`config.mk`:
```
export PLATFORM = sky130hd
export DESIGN_NAME = cfg_start_seq
export DESIGN_NICKNAME = d
export VERILOG_FILES = /design/src/rtl/cfg_seq_pkg.sv /design/src/rtl/cfg_seq_sync.sv /design/src/rtl/cfg_seq_dp.sv /design/src/rtl/cfg_seq_ctrl.sv /design/src/rtl/cfg_start_seq.sv
export SDC_FILE = /design/constraint.sdc
export NUM_CORES = 1
export LEC_CHECK = 0
export BUFFER_PORTS_ARGS = -buffer_cell sky130_fd_sc_hd__buf_2
export CAP_MARGIN = 15
export CORE_ASPECT_RATIO = 0.8
export CORE_MARGIN = 4
export CORE_UTILIZATION = 51
export DETAILED_ROUTE_END_ITERATION = 8
export PLACE_DENSITY = 0.78
export SYNTH_ARGS = -nofsm -noshare
export SYNTH_HDL_FRONTEND = slang
export SYNTH_HIERARCHICAL = 1
export SYNTH_SLANG_ARGS = --single-unit
```
`constraint.sdc`:
```
create_clock -name clk -period 2.75 [get_ports clk]
set_input_delay 0.4125 -clock clk [delete_from_list [all_inputs] [get_ports clk]]
set_output_delay 0.4125 -clock clk [all_outputs]
set_load 0.02 [all_outputs]
```
`src/rtl/cfg_seq_pkg.sv`:
```
package cfg_seq_pkg;

  typedef enum logic [2:0] {
    ST_INIT_CLR = 3'd0,
    ST_WAIT_REL = 3'd1,
    ST_LOAD     = 3'd2,
    ST_CRC_ERR  = 3'd3,
    ST_MODE_ERR = 3'd4,
    ST_USER     = 3'd5
  } seqStateT;

  typedef enum logic [1:0] {
    PORT_SPI    = 2'd0,
    PORT_SPI_MB = 2'd1,
    PORT_SER    = 2'd2,
    PORT_PAR    = 2'd3
  } cfgPortT;

  // strobes from control to datapath
  typedef struct packed {
    logic clrCnt;
    logic incCnt;
    logic captureMode;
    logic clrMode;
  } seqStrobeT;

  localparam logic [7:0] OP_NORMAL = 8'h03;
  localparam logic [7:0] OP_FAST   = 8'h0B;
  localparam logic [7:0] OP_NONE   = 8'h00;

  function automatic logic modeIsReserved(input logic [2:0] pins);
    case (pins)
      3'b000, 3'b010, 3'b101, 3'b111: modeIsReserved = 1'b0;
      default:                        modeIsReserved = 1'b1;
    endcase
  endfunction

  function automatic cfgPortT modeToPort(input logic [2:0] pins);
    case (pins)
      3'b010:  modeToPort = PORT_SPI_MB;
      3'b101:  modeToPort = PORT_SER;
      3'b111:  modeToPort = PORT_PAR;
      default: modeToPort = PORT_SPI;
    endcase
  endfunction

endpackage

```
`src/rtl/cfg_seq_sync.sv`:
```
module cfg_seq_sync #(
  parameter int   STAGES  = 2,
  parameter logic RST_VAL = 1'b0
) (
  input  logic clk,
  input  logic rstN,
  input  logic din,
  output logic dout
);
  logic [STAGES-1:0] chain;

  for (genvar g = 0; g < STAGES; g++) begin : gStage
    if (g == 0) begin : gFirst
      always_ff @(posedge clk or negedge rstN) begin
        if (!rstN) chain[g] <= RST_VAL;
        else       chain[g] <= din;
      end
    end else begin : gNext
      always_ff @(posedge clk or negedge rstN) begin
        if (!rstN) chain[g] <= RST_VAL;
        else       chain[g] <= chain[g-1];
      end
    end
  end

  assign dout = chain[STAGES-1];
endmodule

```
`src/rtl/cfg_seq_dp.sv`:
```
module cfg_seq_dp
  import cfg_seq_pkg::*;
#(
  parameter int INIT_CYCLES = 16,
  parameter int SYNC_STAGES = 2
) (
  input  logic       clk,
  input  logic       rstN,
  input  logic       progReqN,
  input  logic       initSense,
  input  logic [2:0] modePins,
  input  logic       d0Level,
  input  seqStrobeT  strobe,
  output logic       progLow,
  output logic       initRise,
  output logic       cntDone,
  output logic       modeReserved,
  output logic       modeValid,
  output logic [1:0] cfgMode,
  output logic [7:0] readOpcode
);
  localparam int CNT_W = $clog2(INIT_CYCLES + 1);
  localparam logic [CNT_W-1:0] CNT_LAST = CNT_W'(INIT_CYCLES - 1);

  logic progSync, initSync, initPrev;
  logic [CNT_W-1:0] clrCnt;
  cfgPortT modeReg;
  logic [7:0] opReg;
  logic validReg;

  cfg_seq_sync #(.STAGES(SYNC_STAGES), .RST_VAL(1'b1)) progSync_i (
    .clk(clk), .rstN(rstN), .din(progReqN), .dout(progSync));

  cfg_seq_sync #(.STAGES(SYNC_STAGES), .RST_VAL(1'b0)) initSync_i (
    .clk(clk), .rstN(rstN), .din(initSense), .dout(initSync));

  always_ff @(posedge clk or negedge rstN) begin
    if (!rstN) initPrev <= 1'b0;
    else       initPrev <= initSync;
  end

  assign progLow  = ~progSync;
  assign initRise = initSync & ~initPrev;

  // clear-phase counter
  always_ff @(posedge clk or negedge rstN) begin
    if (!rstN)                                   clrCnt <= '0;
    else if (strobe.clrCnt)                      clrCnt <= '0;
    else if (strobe.incCnt && clrCnt != CNT_LAST) clrCnt <= clrCnt + 1'b1;
  end
  assign cntDone = (clrCnt == CNT_LAST);

  assign modeReserved = modeIsReserved(modePins);

  // mode / opcode capture
  always_ff @(posedge clk or negedge rstN) begin
    if (!rstN) begin
      modeReg  <= PORT_SPI;
      opReg    <= OP_NONE;
      validReg <= 1'b0;
    end else if (strobe.clrMode) begin
      modeReg  <= PORT_SPI;
      opReg    <= OP_NONE;
      validReg <= 1'b0;
    end else if (strobe.captureMode) begin
      modeReg  <= modeToPort(modePins);
      validReg <= ~modeReserved;
      if (!modeReserved && (modeToPort(modePins) == PORT_SPI ||
                            modeToPort(modePins) == PORT_SPI_MB))
        opReg <= d0Level ? OP_NORMAL : OP_FAST;
      else
        opReg <= OP_NONE;
    end
  end

  assign modeValid  = validReg;
  assign cfgMode    = modeReg;
  assign readOpcode = opReg;

  AST_CNT_BOUND: assert property (@(posedge clk) disable iff (!rstN)
    clrCnt <= CNT_LAST);
  AST_MODE_ON_RISE: assert property (@(posedge clk) disable iff (!rstN)
    $rose(validReg) |-> $past(initRise));
  AST_MODE_STABLE: assert property (@(posedge clk) disable iff (!rstN)
    (!strobe.captureMode && !strobe.clrMode) |=> $stable(modeReg) && $stable(opReg));
endmodule

```
`src/rtl/cfg_seq_ctrl.sv`:
```
module cfg_seq_ctrl
  import cfg_seq_pkg::*;
(
  input  logic      clk,
  input  logic      rstN,
  input  logic      scanActive,
  input  logic      jtagRstStb,
  input  logic      crcErr,
  input  logic      loadDone,
  input  logic      progLow,
  input  logic      initRise,
  input  logic      cntDone,
  input  logic      modeReserved,
  output seqStrobeT strobe,
  output logic      drvLow,
  output logic      cfgBusy,
  output logic      cfgDone
);
  seqStateT state, stateNxt;
  logic restart;

  assign restart = progLow | jtagRstStb;

  always_comb begin
    stateNxt = state;
    strobe   = '0;
    if (scanActive) begin
      stateNxt = state;
    end else if (restart) begin
      stateNxt       = ST_INIT_CLR;
      strobe.clrCnt  = 1'b1;
      strobe.clrMode = 1'b1;
    end else begin
      case (state)
        ST_INIT_CLR: begin
          if (cntDone) stateNxt = ST_WAIT_REL;
          else         strobe.incCnt = 1'b1;
        end
        ST_WAIT_REL: begin
          if (initRise) begin
            strobe.captureMode = 1'b1;
            stateNxt = modeReserved ? ST_MODE_ERR : ST_LOAD;
          end
        end
        ST_LOAD: begin
          if (crcErr)        stateNxt = ST_CRC_ERR;
          else if (loadDone) stateNxt = ST_USER;
        end
        default: stateNxt = state;
      endcase
    end
  end

  always_ff @(posedge clk or negedge rstN) begin
    if (!rstN) state <= ST_INIT_CLR;
    else       state <= stateNxt;
  end

  assign drvLow  = (state == ST_INIT_CLR) || (state == ST_CRC_ERR) || (state == ST_MODE_ERR);
  assign cfgBusy = (state == ST_LOAD);
  assign cfgDone = (state == ST_USER);

  AST_PROG_HOLDS_CLEAR: assert property (@(posedge clk) disable iff (!rstN)
    (progLow && !scanActive) |=> drvLow);
  AST_HELD_NO_LOAD: assert property (@(posedge clk) disable iff (!rstN)
    (state == ST_WAIT_REL && !initRise) |=> !cfgBusy);
  AST_RSV_TO_ERR: assert property (@(posedge clk) disable iff (!rstN)
    (state == ST_WAIT_REL && initRise && modeReserved && !restart && !scanActive)
      |=> (drvLow && !cfgBusy));
  AST_CRC_FLAGS: assert property (@(posedge clk) disable iff (!rstN)
    (cfgBusy && crcErr && !restart && !scanActive) |=> (drvLow && !cfgDone));
  AST_SCAN_FREEZE: assert property (@(posedge clk) disable iff (!rstN)
    scanActive |=> $stable(state));
  AST_DONE_EXCL: assert property (@(posedge clk) disable iff (!rstN)
    !(cfgDone && (drvLow || cfgBusy)));
endmodule

```
`src/rtl/cfg_start_seq.sv`:
```
module cfg_start_seq
  import cfg_seq_pkg::*;
#(
  parameter int INIT_CYCLES = 16,
  parameter int SYNC_STAGES = 2
) (
  input  logic       clk,
  input  logic       rstN,
  input  logic       progReqN,
  input  logic       jtagRstStb,
  input  logic       scanActive,
  input  logic       initSense,
  input  logic [2:0] modePins,
  input  logic       d0Level,
  input  logic       crcErr,
  input  logic       loadDone,
  output logic       initDrvLow,
  output logic       cfgBusy,
  output logic       cfgDone,
  output logic       modeValid,
  output logic [1:0] cfgMode,
  output logic [7:0] readOpcode
);
  seqStrobeT strobe;
  logic progLow, initRise, cntDone, modeReserved, drvLow;

  cfg_seq_dp #(.INIT_CYCLES(INIT_CYCLES), .SYNC_STAGES(SYNC_STAGES)) dp_i (
    .clk(clk), .rstN(rstN), .progReqN(progReqN), .initSense(initSense),
    .modePins(modePins), .d0Level(d0Level), .strobe(strobe),
    .progLow(progLow), .initRise(initRise), .cntDone(cntDone),
    .modeReserved(modeReserved), .modeValid(modeValid),
    .cfgMode(cfgMode), .readOpcode(readOpcode));

  cfg_seq_ctrl ctrl_i (
    .clk(clk), .rstN(rstN), .scanActive(scanActive), .jtagRstStb(jtagRstStb),
    .crcErr(crcErr), .loadDone(loadDone), .progLow(progLow),
    .initRise(initRise), .cntDone(cntDone), .modeReserved(modeReserved),
    .strobe(strobe), .drvLow(drvLow), .cfgBusy(cfgBusy), .cfgDone(cfgDone));

  // boundary scan owns the pin: sequencer drive is masked
  assign initDrvLow = drvLow & ~scanActive;

  AST_SCAN_NO_DRIVE: assert property (@(posedge clk) disable iff (!rstN)
    (scanActive && drvLow) |-> !initDrvLow);
endmodule

```
==> impl_metrics.xml, run 1 <==
<?xml version="1.0" encoding="UTF-8"?>
<metrics>
  <group name="outcome">
    <metric name="status" unit="">finished, final reports clean</metric>
  </group>
  <group name="timing">
    <metric name="worst_clock_skew" unit="ns">0.005740</metric>
    <metric name="timing.hold.ws" unit="ns">0.03042</metric>
    <metric name="report.final.hold_viol_count" unit="">0</metric>
    <metric name="finalSetupTns" unit="ns">0</metric>
    <metric name="fmax" unit="GHz">0.4769</metric>
    <metric name="grt_setup_unrepaired" unit="">no</metric>
    <metric name="fin_ws" unit="ns">0.6532</metric>
    <metric name="layout_worst_path_cycle_share" unit="%">76.25</metric>
    <metric name="setup-violations-final" unit="">0</metric>
    <metric name="finalWorstPathRequiredPeriod" unit="ns">2.097</metric>
    <metric name="worst_pin_slew" unit="ns">0.5543</metric>
    <metric name="slew_headroom" unit="%">62.91</metric>
    <metric name="final_max_slew_viol_count" unit="">0</metric>
  </group>
  <group name="global_routing">
    <metric name="via_count_of_the_first_global_routing_pass" unit="">670</metric>
    <metric name="globalRouteTotalUtil" unit="%">14.86</metric>
    <metric name="globalRouteOverflowTotal" unit="">0</metric>
    <metric name="grt_start_max_net_pins" unit="">19</metric>
    <metric name="initial_antenna_violation_count" unit="">0</metric>
    <metric name="grt_pass1_wl" unit="um">3001</metric>
  </group>
  <group name="critical_path">
    <metric name="critical_r2r_launch" unit="">dp_i/clrCnt[0]</metric>
    <metric name="maximum_fanout_along_the_worst_path" unit="">5</metric>
    <metric name="timing.critical_path.slowest_stage_cell" unit="">sky130_fd_sc_hd__dfrtp_1</metric>
    <metric name="crit_path_frequent_cell" unit="">sky130_fd_sc_hd__ha_1</metric>
    <metric name="data_arrival_time_at_the_worst_slack_endpoint" unit="ns">2.28</metric>
    <metric name="critical_path_cell_count" unit="">7</metric>
    <metric name="ff2ff_path_depth" unit="">7</metric>
    <metric name="regToRegSetupSlack" unit="ns">0.65</metric>
    <metric name="worst_r2r_endpoint" unit="">dp_i/clrCnt[3]</metric>
    <metric name="worst_path_largest_cell_delay" unit="ns">0.43</metric>
    <metric name="cp_cell_sequence" unit="">ha_1, and3_1, ha_1, nor3_1, nor2b_4, nand4_2, mux2_4</metric>
    <metric name="timing.critical_path.required" unit="ns">2.93</metric>
    <metric name="critPathCaptureType" unit="">register</metric>
    <metric name="critPathTopFamily" unit="">simple AND/OR/NAND/NOR gates</metric>
    <metric name="worstPathBufferInverterCount" unit="">0</metric>
    <metric name="setup.worst_path.class" unit="">register to register</metric>
    <metric name="critical_path.startpoint_type" unit="">register</metric>
  </group>
  <group name="power">
    <metric name="p_leak" unit="nW">0.5758</metric>
    <metric name="powerDensity" unit="nW/um^2">434.8</metric>
    <metric name="design_power_total" unit="mW">0.4836</metric>
    <metric name="ir_worst_vdd" unit="uV">407.6</metric>
  </group>
  <group name="cells_and_area">
    <metric name="synthToLayoutAreaGrowth" unit="%">12.25</metric>
    <metric name="n_fill_cell" unit="">141</metric>
    <metric name="most-common-layout-cells" unit="">sky130_fd_sc_hd__buf_2, sky130_fd_sc_hd__dfrtp_1, sky130_fd_sc_hd__nor2_1</metric>
    <metric name="commonest_non_fill_non_tap_cell_in_the_layout" unit="">sky130_fd_sc_hd__buf_2</metric>
    <metric name="post_layout_nonfiller_instances" unit="">140</metric>
    <metric name="num-nets-final" unit="">135</metric>
    <metric name="antenna_cells_inserted" unit="">0</metric>
    <metric name="utilization" unit="%">64.51</metric>
    <metric name="fin_area" unit="sq um">1112</metric>
    <metric name="post_route_cells_drive_above_1_share" unit="%">27.97</metric>
  </group>
  <group name="drt">
    <metric name="final_antenna_net_count" unit="">0</metric>
    <metric name="drt-wirelength-per-cell" unit="um">12.35</metric>
    <metric name="iteration_0_drc_count_of_the_detailed_router" unit="">27</metric>
    <metric name="drt_pre_antenna_iters" unit="">4</metric>
    <metric name="via_count" unit="">710</metric>
    <metric name="routed_via_density" unit="">5.071</metric>
    <metric name="routed_wl" unit="um">1729</metric>
    <metric name="drc" unit="">0</metric>
  </group>
  <group name="synthesis">
    <metric name="synth.yosys.seq_area_share" unit="%">45.71</metric>
    <metric name="synth_area_per_cell" unit="sq um">10.11</metric>
    <metric name="ys_ff_latch" unit="">18</metric>
    <metric name="synthDominantAreaCellType" unit="">sky130_fd_sc_hd__dfrtp_1</metric>
    <metric name="synth_top_area_share" unit="%">40.40</metric>
    <metric name="synth.area.top_cells" unit="">sky130_fd_sc_hd__dfrtp_1, sky130_fd_sc_hd__mux2i_1, sky130_fd_sc_hd__nor2_1, sky130_fd_sc_hd__buf_4, sky130_fd_sc_hd__dfstp_2</metric>
    <metric name="yosysUniqueCellTypes" unit="">29</metric>
    <metric name="synth.cell_area" unit="sq um">991.0</metric>
    <metric name="netlist_instances" unit="">98</metric>
    <metric name="yosysWarnings" unit="">6</metric>
  </group>
  <group name="clock_network">
    <metric name="cts_inserted_buffers" unit="">3</metric>
    <metric name="clk_root_buffer_cell" unit="">sky130_fd_sc_hd__clkbuf_4</metric>
    <metric name="h-tree-depth" unit="">1</metric>
    <metric name="sink_count" unit="">18</metric>
    <metric name="tritoncts" unit="">built</metric>
    <metric name="worst_setup_hold_path_clk_slew" unit="ns">0.10</metric>
    <metric name="clk-insertion-delay-late" unit="ns">0.29</metric>
    <metric name="cts-root-to-sink-buffers" unit="">2</metric>
    <metric name="cts_hold_repair.buffers" unit="">0</metric>
    <metric name="ctsResizeCount" unit="">0</metric>
    <metric name="cts_setup_buffers" unit="">0</metric>
  </group>
  <group name="job">
    <metric name="max-cap-violations" unit="">0</metric>
  </group>
  <group name="place">
    <metric name="detailedPlacementHpwl" unit="um">1367</metric>
    <metric name="place_area" unit="sq um">1076</metric>
    <metric name="gp_congestion" unit="">0.8687</metric>
    <metric name="placed_cells" unit="">136</metric>
    <metric name="port_buffers" unit="">20</metric>
    <metric name="dp_slack" unit="ns">0.6387</metric>
  </group>
  <group name="die">
    <metric name="initial_core_util" unit="%">57.47</metric>
    <metric name="floorplan.io_pins" unit="">26</metric>
    <metric name="core_area" unit="sq um">1724</metric>
    <metric name="fp.dieArea" unit="sq um">2717</metric>
    <metric name="row_count" unit="">13</metric>
    <metric name="die_height" unit="um">47.43</metric>
    <metric name="dieWidth" unit="um">57.28</metric>
  </group>
  <group name="hold_path">
    <metric name="worst_hold_path_type" unit="">input pin to async pin</metric>
  </group>
</metrics>
## flip-flops by register name, indices dropped and copies added, names as in the netlist
name,flops
dp_i/initPrev,1
dp_i/clrCnt,5
dp_i/initSync_i/dout,1
dp_i/progSync_i/dout,1
dp_i/initSync_i/chain,1
dp_i/modeValid,1
dp_i/readOpcode,2
dp_i/progSync_i/chain,1
dp_i/cfgMode,2
ctrl_i/state,3
## cells in the mapped netlist (all sizes together)
master and instances:
dfrtp 16, nor2 15, inv 9, buf 8, mux2i 6, nand2 6
ha 4, nand2b 4, nor2b 4, o22ai 4, a21oi 2, dfstp 2
nand3 2, nand3b 2, nor3 2, o21ai 2, xnor2 2, a211oi 1
and3 1, conb 1, mux2 1, nand4 1, o311ai 1, or2 1
xor2 1
## final cells by class
class	count	area, sq um	area share, %
multi-input combinational	67	461.7	41.51
timing repair buffer	20	100.1	8.999
sequential	18	452.9	40.72
inverter	9	33.78	3.037
tap	22	27.53	2.475
clock buffer	4	36.28	3.262
## routing by layer
| metal | track usage (%) | share of wire (%) | wire length [um] |
|---|---|---|---|
| met5 | 0 | 0 | 0 |
| met4 | 2.778 | 0.52 | 9 |
| met3 | 5.121 | 9.0 | 155 |
| met2 | 26.20 | 46 | 799 |
| met1 | 18.40 | 44 | 765 |
## worst register-to-register path: stages, from the launching register on
cell                      delay, ns
sky130_fd_sc_hd__dfrtp_1       0.43
sky130_fd_sc_hd__ha_1          0.22
sky130_fd_sc_hd__and3_1        0.16
sky130_fd_sc_hd__ha_1          0.24
sky130_fd_sc_hd__nor3_1        0.25
sky130_fd_sc_hd__nor2b_4       0.26
sky130_fd_sc_hd__nand4_2       0.13
sky130_fd_sc_hd__mux2_4        0.30
## power breakdown
group	leakage (nW)	internal [mW]	switching [mW]
registers	0.236	0.273	0.00396
clock network	0.0210	0.0806	0.0754
logic	0.318	0.0180	0.0331
## how the worst max path moves through the flow
stage	start	endpoint	slack, ns
after floorplan	dp_i/clrCnt[0]	dp_i/clrCnt[3]	0.77
after global placement	dp_i/clrCnt[0]	dp_i/clrCnt[3]	0.73
after detailed placement	dp_i/clrCnt[0]	dp_i/clrCnt[3]	0.64
after CTS	dp_i/clrCnt[0]	dp_i/clrCnt[3]	0.63
after global routing	dp_i/clrCnt[0]	dp_i/clrCnt[3]	0.53
final	dp_i/clrCnt[0]	dp_i/clrCnt[3]	0.65
## logic make-up after synthesis
family / count (synthesis) / synth area share, %
buf+inv: 17 / 9.216
flops: 18 / 45.71
xor+xnor: 3 / 2.652
simple gates: 38 / 20.83
other cells: 1 / 0.3784
mux: 7 / 7.576
compound gates: 10 / 8.587
fa+ha+maj: 4 / 5.051
Note: power is estimated with default switching activity, not from simulation.
==> inputs of run 2 (changes only) <==
--- a/config.mk
+++ b/config.mk
@@ -9,9 +9,9 @@
 export CAP_MARGIN = 15
 export CORE_ASPECT_RATIO = 0.8
 export CORE_MARGIN = 4
-export CORE_UTILIZATION = 51
+export CORE_UTILIZATION = 46
 export DETAILED_ROUTE_END_ITERATION = 8
-export PLACE_DENSITY = 0.78
+export PLACE_DENSITY = 0.74
 export SYNTH_ARGS = -nofsm -noshare
 export SYNTH_HDL_FRONTEND = slang
 export SYNTH_HIERARCHICAL = 1
==> constraint.sdc (replaced) <==
create_clock -name clk -period 1.85 [get_ports clk]
set_input_delay 0.2775 -clock clk [delete_from_list [all_inputs] [get_ports clk]]
set_output_delay 0.2775 -clock clk [all_outputs]
set_load 0.02 [all_outputs]
==> impl_metrics.xml, run 2 (synthesis gave the netlist of run 1 again) <==
<?xml version="1.0" encoding="UTF-8"?>
<metrics>
  <group name="clock_network">
    <metric name="h-tree-depth" unit="">1</metric>
    <metric name="clk_root_buffer_cell" unit="">sky130_fd_sc_hd__clkbuf_4</metric>
    <metric name="clk-insertion-delay-late" unit="ns">0.30</metric>
    <metric name="sink_count" unit="">18</metric>
    <metric name="cts-root-to-sink-buffers" unit="">2</metric>
    <metric name="cts_inserted_buffers" unit="">3</metric>
    <metric name="worst_setup_hold_path_clk_slew" unit="ns">0.10</metric>
    <metric name="tritoncts" unit="">built</metric>
  </group>
  <group name="die">
    <metric name="row_count" unit="">14</metric>
    <metric name="core_area" unit="sq um">1962</metric>
    <metric name="die_height" unit="um">49.52</metric>
    <metric name="floorplan.io_pins" unit="">26</metric>
    <metric name="dieWidth" unit="um">59.89</metric>
    <metric name="fp.dieArea" unit="sq um">2965</metric>
    <metric name="initial_core_util" unit="%">50.51</metric>
  </group>
  <group name="critical_path">
    <metric name="critPathTopFamily" unit="">simple AND/OR/NAND/NOR gates</metric>
    <metric name="critPathCaptureType" unit="">register</metric>
    <metric name="cp_cell_sequence" unit="">ha_2, and3_4, ha_4, nor3_4, nor2b_4, nand4_2, mux2_4</metric>
    <metric name="setup.worst_path.class" unit="">register to register</metric>
    <metric name="worstPathBufferInverterCount" unit="">0</metric>
    <metric name="critical_r2r_launch" unit="">dp_i/clrCnt[1]</metric>
    <metric name="timing.critical_path.required" unit="ns">2.04</metric>
    <metric name="worst_path_largest_cell_delay" unit="ns">0.42</metric>
    <metric name="worstSetupStartpoint" unit="">dp_i/clrCnt[1]</metric>
    <metric name="critical_path.startpoint_type" unit="">register</metric>
    <metric name="data_arrival_time_at_the_worst_slack_endpoint" unit="ns">2.01</metric>
    <metric name="maximum_fanout_along_the_worst_path" unit="">3</metric>
    <metric name="timing.critical_path.slowest_stage_cell" unit="">sky130_fd_sc_hd__dfrtp_1</metric>
  </group>
  <group name="place">
    <metric name="port_buffers" unit="">20</metric>
    <metric name="dp_slack" unit="ns">0.02802</metric>
    <metric name="detailedPlacementHpwl" unit="um">1348</metric>
    <metric name="gp_congestion" unit="">0.7854</metric>
    <metric name="placed_cells" unit="">145</metric>
  </group>
  <group name="power">
    <metric name="p_leak" unit="nW">0.6140</metric>
    <metric name="ir_worst_vdd" unit="uV">525.4</metric>
    <metric name="design_power_total" unit="mW">0.7426</metric>
    <metric name="powerDensity" unit="nW/um^2">610.6</metric>
  </group>
  <group name="drt">
    <metric name="drc" unit="">0</metric>
    <metric name="via_count" unit="">718</metric>
    <metric name="drt-wirelength-per-cell" unit="um">12.01</metric>
    <metric name="routed_wl" unit="um">1801</metric>
    <metric name="drt_pre_antenna_iters" unit="">4</metric>
    <metric name="iteration_0_drc_count_of_the_detailed_router" unit="">19</metric>
    <metric name="final_antenna_net_count" unit="">0</metric>
    <metric name="routed_via_density" unit="">4.787</metric>
  </group>
  <group name="timing">
    <metric name="report.final.hold_viol_count" unit="">0</metric>
    <metric name="worst_clock_skew" unit="ns">0.005339</metric>
    <metric name="layout_worst_path_cycle_share" unit="%">98.34</metric>
    <metric name="grt_setup_unrepaired" unit="">yes</metric>
    <metric name="finalWorstPathRequiredPeriod" unit="ns">1.819</metric>
    <metric name="fmax" unit="GHz">0.5497</metric>
    <metric name="setup-violations-final" unit="">0</metric>
    <metric name="final_max_slew_viol_count" unit="">0</metric>
    <metric name="fin_ws" unit="ns">0.03070</metric>
  </group>
  <group name="cells_and_area">
    <metric name="utilization" unit="%">61.99</metric>
    <metric name="antenna_cells_inserted" unit="">0</metric>
    <metric name="largestRegisters" unit="">dp_i/clrCnt x5, ctrl_i/state x3</metric>
    <metric name="largest_register" unit="">dp_i/clrCnt</metric>
    <metric name="num-nets-final" unit="">143</metric>
    <metric name="largest_register_ffs" unit="">5</metric>
    <metric name="post_route_cells_drive_above_1_share" unit="%">36.51</metric>
    <metric name="commonest_non_fill_non_tap_cell_in_the_layout" unit="">sky130_fd_sc_hd__buf_2</metric>
    <metric name="post_layout_nonfiller_instances" unit="">150</metric>
    <metric name="most-common-layout-cells" unit="">sky130_fd_sc_hd__buf_2, sky130_fd_sc_hd__dfrtp_1, sky130_fd_sc_hd__nor2_1</metric>
    <metric name="synthToLayoutAreaGrowth" unit="%">22.73</metric>
  </group>
  <group name="outcome">
    <metric name="status" unit="">finished, final reports clean</metric>
  </group>
  <group name="global_routing">
    <metric name="grt_start_max_net_pins" unit="">19</metric>
    <metric name="globalRouteOverflowTotal" unit="">0</metric>
    <metric name="globalRoute.busiestLayer" unit="">met2</metric>
    <metric name="via_count_of_the_first_global_routing_pass" unit="">640</metric>
    <metric name="initial_antenna_violation_count" unit="">0</metric>
    <metric name="globalRouteMet3Util" unit="%">4.178</metric>
    <metric name="use_met2" unit="%">19.06</metric>
    <metric name="grt_pass1_wl" unit="um">2732</metric>
    <metric name="met1_usage" unit="%">16.05</metric>
    <metric name="globalRouteTotalUtil" unit="%">12.26</metric>
  </group>
  <group name="hold_path">
    <metric name="hp-start" unit="">progReqN</metric>
    <metric name="worst_hold_path_type" unit="">input pin to register</metric>
  </group>
  <group name="job">
    <metric name="max-cap-violations" unit="">0</metric>
  </group>
</metrics>
run 2: cell types whose count changed in the layout (fill, tap and decap cells not counted), sizes merged:
cell / delta
buf: +7
dlygate4sd3: +1
run 2: layer usage:
layer / wire [um] / share of wire, %
met5: 0 / 0
met4: 11 / 0.61
met3: 160 / 8.9
met1: 820 / 46
met2: 808 / 45
run 2: what timing repair did:
item	4_1_cts	5_1_grt
resized for setup	0	6
endpoints found under the setup margin	0	4
buffers inserted	0	0
hold endpoints to repair	16	0
hold buffers	1	0
run 2: area by class of cell:
class                      count  area, sq um
clock buffer                   4        36.28
fill                         184        745.7
inverter                       9        33.78
multi-input combinational     67        500.5
sequential                    18        452.9
tap                           24        30.03
timing repair buffer          28        162.7
run 2: worst paths after layout:
check,endpoint,slack [ns],cells after the start
worst min-delay path,dp_i/progSync_i/chain[0],0.07,1
max in group asynchronous,dp_i/progSync_i/chain[0],1.09,2
min in group asynchronous,ctrl_i/state[0],0.43,2
worst min register to register,dp_i/initSync_i/dout,0.36,0
worst max-delay path,dp_i/clrCnt[3],0.03,7
worst max register to register,dp_i/clrCnt[3],0.03,7
run 2: through the flow:
stage	area, sq um	hold slack [ns]	setup TNS (ns)
6_report	1216	0.07075	0
5_1_grt	1216	0.05127	-0.1317
4_1_cts	1185	0.05550	0
3_5_place_dp	1139	0.2327	0
3_3_place_gp	1139	0.2217	0
2_1_floorplan	1013	-0.01809	0
run 2: worst register-to-register path: stages, from the launching register on:
cell	delay (ns)
sky130_fd_sc_hd__dfrtp_1	0.42
sky130_fd_sc_hd__ha_2	0.20
sky130_fd_sc_hd__and3_4	0.17
sky130_fd_sc_hd__ha_4	0.16
sky130_fd_sc_hd__nor3_4	0.18
sky130_fd_sc_hd__nor2b_4	0.19
sky130_fd_sc_hd__nand4_2	0.10
sky130_fd_sc_hd__mux2_4	0.31
run 2: where the power goes:
part	leakage, nW	total (mW)	switching (mW)	internal, mW
Combinational	0.356	0.0907	0.0542	0.0365
Clock	0.0210	0.242	0.122	0.120
Sequential	0.236	0.410	0.00438	0.405
Total	0.614	0.743	0.181	0.562
